File: src/rtl/xcvr_mode_pkg.sv
package xcvr_mode_pkg;
  typedef enum logic [1:0] {
    MODE_FAILSAFE = 2'd0,
    MODE_NORMAL   = 2'd1,
    MODE_SLEEP    = 2'd2
  } mode_t;

  typedef enum logic [1:0] {
    SRC_NONE   = 2'd0,
    SRC_LOCAL  = 2'd1,
    SRC_REMOTE = 2'd2
  } wake_src_t;

  typedef struct packed {
    logic setLocal;
    logic setRemote;
  } wake_strobe_t;
endpackage

File: src/rtl/xcvr_mode_fsm.sv
module xcvr_mode_fsm
  import xcvr_mode_pkg::*;
#(
  parameter int FILT_TICKS = 7
) (
  input  logic         clk,
  input  logic         rst_n,
  input  logic         usTick,
  input  logic         supplyOn,
  input  logic         underVolt,
  input  logic         enable,
  input  logic         txdIn,
  input  logic         wakeLocal,
  input  logic         wakeRemote,
  output mode_t        modeQ,
  output wake_strobe_t strobes
);
  localparam int FW = $clog2(FILT_TICKS + 1);
  localparam logic [FW-1:0] LAST = FW'(FILT_TICKS - 1);

  mode_t         modeD;
  logic [FW-1:0] cntQ, cntD;
  logic          armQ, armD;
  logic          enPrevQ;
  logic          supplyOk;

  assign supplyOk = supplyOn && !underVolt;

  always_comb begin
    modeD   = modeQ;
    cntD    = cntQ;
    armD    = armQ;
    strobes = '0;
    if (!supplyOk) begin
      modeD = MODE_FAILSAFE;
      cntD  = '0;
      armD  = 1'b0;
    end else begin
      unique case (modeQ)
        MODE_FAILSAFE: begin
          armD = 1'b0;
          if (!enable) cntD = '0;
          else if (usTick) begin
            if (cntQ == LAST) begin
              modeD = MODE_NORMAL;
              cntD  = '0;
            end else cntD = cntQ + 1'b1;
          end
        end
        MODE_NORMAL: begin
          if (enable) begin
            armD = 1'b0;
            cntD = '0;
          end else if (enPrevQ && txdIn && !armQ) begin
            armD = 1'b1;
            cntD = '0;
          end else if (armQ && usTick) begin
            if (cntQ == LAST) begin
              modeD = MODE_SLEEP;
              cntD  = '0;
              armD  = 1'b0;
            end else cntD = cntQ + 1'b1;
          end
        end
        MODE_SLEEP: begin
          cntD = '0;
          armD = 1'b0;
          if (wakeLocal || wakeRemote) begin
            modeD             = MODE_FAILSAFE;
            strobes.setLocal  = wakeLocal;
            strobes.setRemote = !wakeLocal;
          end
        end
        default: modeD = MODE_FAILSAFE;
      endcase
    end
  end

  always_ff @(posedge clk or negedge rst_n) begin
    if (!rst_n) begin
      modeQ   <= MODE_FAILSAFE;
      cntQ    <= '0;
      armQ    <= 1'b0;
      enPrevQ <= 1'b0;
    end else begin
      modeQ   <= modeD;
      cntQ    <= cntD;
      armQ    <= armD;
      enPrevQ <= enable;
    end
  end

  AST_UV_FORCES_FAILSAFE: assert property (@(posedge clk) disable iff (!rst_n)
    underVolt |=> modeQ == MODE_FAILSAFE) else $error("uv");

  AST_NORMAL_ENTRY: assert property (@(posedge clk) disable iff (!rst_n)
    (modeQ == MODE_NORMAL && $past(modeQ) != MODE_NORMAL)
      |-> ($past(enable) && $past(usTick) && !$past(underVolt))) else $error("normal entry");

  AST_SLEEP_ENTRY: assert property (@(posedge clk) disable iff (!rst_n)
    (modeQ == MODE_SLEEP && $past(modeQ) != MODE_SLEEP)
      |-> ($past(modeQ) == MODE_NORMAL && !$past(enable))) else $error("sleep entry");

  AST_WAKE_LEAVES_SLEEP: assert property (@(posedge clk) disable iff (!rst_n)
    (modeQ == MODE_SLEEP && (wakeLocal || wakeRemote))
      |=> modeQ == MODE_FAILSAFE) else $error("wake");
endmodule

File: src/rtl/xcvr_mode_dp.sv
module xcvr_mode_dp
  import xcvr_mode_pkg::*;
#(
  parameter int INH_DELAY_TICKS = 24
) (
  input  logic         clk,
  input  logic         rst_n,
  input  logic         usTick,
  input  logic         supplyOn,
  input  logic         underVolt,
  input  logic         enable,
  input  mode_t        modeQ,
  input  wake_strobe_t strobes,
  output logic         inhibitEn,
  output logic         termEn,
  output logic         rxdWakeLow,
  output wake_src_t    wakeSrc
);
  localparam int DW = $clog2(INH_DELAY_TICKS + 1);
  localparam logic [DW-1:0] DLAST = DW'(INH_DELAY_TICKS - 1);

  logic [DW-1:0] dlyQ;
  logic          upDoneQ;
  logic          reqQ;
  wake_src_t     srcQ;
  logic          anySet;

  assign anySet = strobes.setLocal || strobes.setRemote;

  always_ff @(posedge clk or negedge rst_n) begin
    if (!rst_n) begin
      dlyQ    <= '0;
      upDoneQ <= 1'b0;
    end else if (!supplyOn) begin
      dlyQ    <= '0;
      upDoneQ <= 1'b0;
    end else if (!underVolt && !upDoneQ && usTick) begin
      if (dlyQ == DLAST) upDoneQ <= 1'b1;
      else dlyQ <= dlyQ + 1'b1;
    end
  end

  always_ff @(posedge clk or negedge rst_n) begin
    if (!rst_n) begin
      reqQ <= 1'b0;
      srcQ <= SRC_NONE;
    end else if (!supplyOn) begin
      reqQ <= 1'b0;
      srcQ <= SRC_NONE;
    end else if (anySet) begin
      reqQ <= 1'b1;
      srcQ <= strobes.setLocal ? SRC_LOCAL : SRC_REMOTE;
    end else if (enable) begin
      reqQ <= 1'b0;
      srcQ <= SRC_NONE;
    end
  end

  assign inhibitEn  = upDoneQ && !underVolt && (modeQ != MODE_SLEEP);
  assign termEn     = supplyOn && (modeQ != MODE_SLEEP);
  assign rxdWakeLow = reqQ && !enable;
  assign wakeSrc    = enable ? SRC_NONE : srcQ;

  AST_ENABLE_CLEARS_FLAGS: assert property (@(posedge clk) disable iff (!rst_n)
    (enable && !anySet) |=> (!reqQ && srcQ == SRC_NONE)) else $error("clear");

  AST_SRC_NEEDS_REQ: assert property (@(posedge clk) disable iff (!rst_n)
    (srcQ != SRC_NONE) |-> reqQ) else $error("src");

  AST_INH_AFTER_DELAY: assert property (@(posedge clk) disable iff (!rst_n)
    $rose(upDoneQ) |-> ($past(usTick) && $past(supplyOn))) else $error("inh");
endmodule

File: src/rtl/xcvr_mode_ctrl.sv
module xcvr_mode_ctrl
  import xcvr_mode_pkg::*;
#(
  parameter int FILT_TICKS      = 7,
  parameter int INH_DELAY_TICKS = 24
) (
  input  logic       clk,
  input  logic       rst_n,
  input  logic       usTick,
  input  logic       supplyOn,
  input  logic       underVolt,
  input  logic       enable,
  input  logic       txdIn,
  input  logic       wakeLocal,
  input  logic       wakeRemote,
  output logic [1:0] mode,
  output logic       inhibitEn,
  output logic       termEn,
  output logic       rxdWakeLow,
  output logic [1:0] wakeSrc
);
  mode_t        modeQ;
  wake_strobe_t strobes;
  wake_src_t    srcOut;

  xcvr_mode_fsm #(.FILT_TICKS(FILT_TICKS)) u_fsm (
    .clk(clk), .rst_n(rst_n), .usTick(usTick), .supplyOn(supplyOn),
    .underVolt(underVolt), .enable(enable), .txdIn(txdIn),
    .wakeLocal(wakeLocal), .wakeRemote(wakeRemote),
    .modeQ(modeQ), .strobes(strobes)
  );

  xcvr_mode_dp #(.INH_DELAY_TICKS(INH_DELAY_TICKS)) u_dp (
    .clk(clk), .rst_n(rst_n), .usTick(usTick), .supplyOn(supplyOn),
    .underVolt(underVolt), .enable(enable), .modeQ(modeQ), .strobes(strobes),
    .inhibitEn(inhibitEn), .termEn(termEn), .rxdWakeLow(rxdWakeLow),
    .wakeSrc(srcOut)
  );

  assign mode    = modeQ;
  assign wakeSrc = srcOut;
endmodule

File: config.mk
export PLATFORM = sky130hd
export DESIGN_NAME = xcvr_mode_ctrl
export DESIGN_NICKNAME = d
export VERILOG_FILES = /design/src/rtl/xcvr_mode_pkg.sv /design/src/rtl/xcvr_mode_fsm.sv /design/src/rtl/xcvr_mode_dp.sv /design/src/rtl/xcvr_mode_ctrl.sv
export SDC_FILE = /design/constraint.sdc
export NUM_CORES = 1
export LEC_CHECK = 0
export BUFFER_PORTS_ARGS = -buffer_cell sky130_fd_sc_hd__buf_2
export CAP_MARGIN = 20
export CELL_PAD_IN_SITES_DETAIL_PLACEMENT = 1
export CELL_PAD_IN_SITES_GLOBAL_PLACEMENT = 2
export CORE_UTILIZATION = 30
export CTS_CLUSTER_SIZE = 25
export DETAILED_ROUTE_END_ITERATION = 6
export PLACE_DENSITY_LB_ADDON = 0.1
export SYNTH_ARGS = -nofsm -noshare
export SYNTH_HDL_FRONTEND = slang
export SYNTH_SLANG_ARGS = --single-unit
File: constraint.sdc
create_clock -name clk -period 1.7 [get_ports clk]
set_input_delay 0.085 -clock clk [delete_from_list [all_inputs] [get_ports clk]]
set_output_delay 0.085 -clock clk [all_outputs]
set_load 0.005 [all_outputs]
==> out/results.ini <==
[setup_path]
reg2reg_depth = 6
crit_slowest_cell = dfrtp_2
slowest_delay_ns = 0.44
cpLargestDelayFamily = compound AO/OA/AOI/OAI gates
cp-end-kind = register
cp.required_ns = 1.90
cp-start-kind = register
arrival_ns = 1.95
path_cells = inv_4, ha_4, and3b_1, a311o_1, and2_4, a221o_1
crit_type = register to register
path_max_fanout = 5
critical_path_buf_inv_count = 1
cp_num_cells = 6

[sta]
setup_slack_ns = -0.04995
skew_ns = 0.003390
rsz0062_at_grt = yes
timing.setup.tns_ns = -0.04995
max_freq_ghz = 0.5714
post-route-period-util = 1.029
setup_violations = 1
worst_slew_pin_slew_ns = 0.4960
period_needed_ns = 1.750
holdWs_ns = 0.05861
hold_viol = 0
slew_viol_final = 0
slew_headroom = 0.6681

[floorplanning]
die_h_um = 58.71
fp.dieW_um = 58.71
fp-row-count = 20
coreArea_sq_um = 3053
io_pins = 16
dieArea_sq_um = 3446
start_util = 0.3160

[route]
drt-total-wl_mm = 2.412
drtIter0Drc = 27
drtAntennaViolNets = 0
drc_errors = 0
vias = 860
first_pass_iters = 4
viasPerCell = 4.971
wire_per_inst_um = 13.94

[grt]
antenna_found_initial = 0
grt_pass1_vias = 891
grt_usage = 0.1583
grt_max_degree = 17
grt_pass1_wl_mm = 3.995
grt-ovfl-total = 0

[placement]
gp_congestion = 0.7168
pre_cts_ws_ns = -0.05304
dp_cells = 164
portBuffers = 15
dpl.hpwl_mm = 1.814

[yosys]
synthCells = 100
yosysWarnings = 0
syn_avg_cell_area_sq_um = 9.647
ys_ff_latch = 16
synthMuxAreaShare = 0.01038
synthSimpleGateAreaFrac = 0.2516
ys.flop_type = dfrtp_1
netlist-cell-type-count = 40
ys_seq_area_frac = 0.4150
syn-cell-area_sq_um = 964.7
synthArstFlopShare = 1.000
synth_top_family_by_area = simple AND/OR/NAND/NOR gates
synth_nets = 115
synth_xor_area_frac = 0.01816
synthAdderAreaFrac = 0.07782
synth_edf_count = 0
synth_compound_area_frac = 0.1920

[layout]
final_cell_mix = buf_2 (15), dfrtp_1 (14), nor2_1 (9)
nFillCells = 360
diodes = 0
final_common_cell = buf_2
synthToLayoutAreaGrowth_pct = 30.87
drive_above_1_share = 0.3256
final_cells = 173
nets = 145

[clock_network]
cts_buffer_depth = 2
clk_pin_slew_ns = 0.11
h-tree-depth = 1
root_buffer = clkbuf_4
cts_tree = yes
clk_latency_ns = 0.30
clock_sinks = 16
cts_buffers = 3

[status]
outcome = finished with violations
violations = setup timing

[run]
drv_cap = 0

[power_and_ir_drop]
power_density_nw_per_um2 = 592.5
power_leakage_nw = 0.5933
finalPower_w = 0.0007480
irDropWorstVdd_mv = 0.2147

[hold_path]
worstHoldPathType = primary input to register
hold_depth = 3

-- path summary, 6_finish.rpt --
check / start / endpoint / slack (ns)
max in group asynchronous: rst_n / u_fsm.modeQ[0] / 1.18
setup / recovery: u_fsm.modeQ[0] / u_fsm.cntQ[1] / -0.05
hold / removal: supplyOn / u_dp.srcQ[1] / 0.06
setup reg to reg: u_fsm.modeQ[0] / u_fsm.cntQ[1] / -0.05
hold reg to reg: u_dp.upDoneQ / u_dp.upDoneQ / 0.55
min in group asynchronous: rst_n / u_dp.dlyQ[2] / 0.22
-- final cells by class --
cell class / instances / area, sq um / area share
clock buffer: 4 / 36.28 / 0.02874
inverter: 6 / 27.53 / 0.02180
multi-input combinational: 77 / 574.3 / 0.4549
sequential: 16 / 402.9 / 0.3191
tap: 44 / 55.05 / 0.04361
timing repair buffer: 26 / 166.4 / 0.1318
-- Yosys cell counts (2+ instances only) --
master,count,share of area
a21oi_1,8,0.042
and2b_1,4,0.031
xnor2_1,2,0.018
nor4_1,3,0.019
ha_1,6,0.078
nand3_1,2,0.010
nor2_1,9,0.035
a31oi_1,3,0.019
a221o_1,2,0.021
a211oi_1,3,0.023
dfrtp_1,16,0.42
nand2_1,8,0.031
nor2b_1,3,0.019
inv_1,5,0.019
-- repair_timing --
action                                 CTS  global route
setup endpoints to repair                1             4
pin swaps                                0             4
hold buffers                             2             0
setup buffers                            1             2
gates resized for setup                  0             2
endpoints found under the hold margin   17             0
-- routing by layer --
| metal | vias to the layer above | GRT usage | wire (um) |
|---|---|---|---|
| li1 | 429 | - | - |
| met1 | 410 | 0.1953 | 1185 |
| met2 | 16 | 0.2709 | 1120 |
| met3 | 5 | 0.02637 | 62 |
| met4 | 0 | 0.07143 | 44 |
| met5 | - | 0 | 0 |
-- tightest hold or removal path: cells and delay by family --
family	cells	cell delay (ns)
buf+inv	1	0.14
simple gates	2	0.11
-- cell families (layout without fill, tap and decap cells) --
kind of cell | count (synthesis) | in the layout
and+or+nand+nor | 42 | 42
DFF | 16 | 16
buffers and inverters | 7 | 36
AOI/OAI and AO/OA | 26 | 26
muxes | 1 | 1
xor gates and xnor gates | 2 | 2
adders and majority gates | 6 | 6
-- state kept, by name, indices dropped and copies added, names as in the netlist --
| register | count |
|---|---|
| u_dp.reqQ | 1 |
| u_fsm.modeQ | 2 |
| u_dp.srcQ | 2 |
| u_fsm.cntQ | 3 |
| u_fsm.enPrevQ | 1 |
| u_dp.upDoneQ | 1 |
| u_fsm.armQ | 1 |
| u_dp.dlyQ | 5 |
-- metrics by stage --
step / cell area [sq um] / util
CTS: 1237 / 0.4053
detailed placement: 1174 / 0.3844
global placement: 1174 / 0.3844
finish: 1262 / 0.4135
floorplan: 1010 / -
global route: 1262 / 0.4135
-- where the power goes --
| group | internal [W] | leakage, nW | total, W | switching (W) |
|---|---|---|---|---|
| registers | 0.000389 | 0.216 | 0.000397 | 0.00000802 |
| clock network | 0.000131 | 0.0210 | 0.000271 | 0.000140 |
| logic | 0.0000332 | 0.357 | 0.0000803 | 0.0000471 |
| total | 0.000553 | 0.593 | 0.000748 | 0.000195 |
No activity file was read; power rests on OpenSTA's default activity.
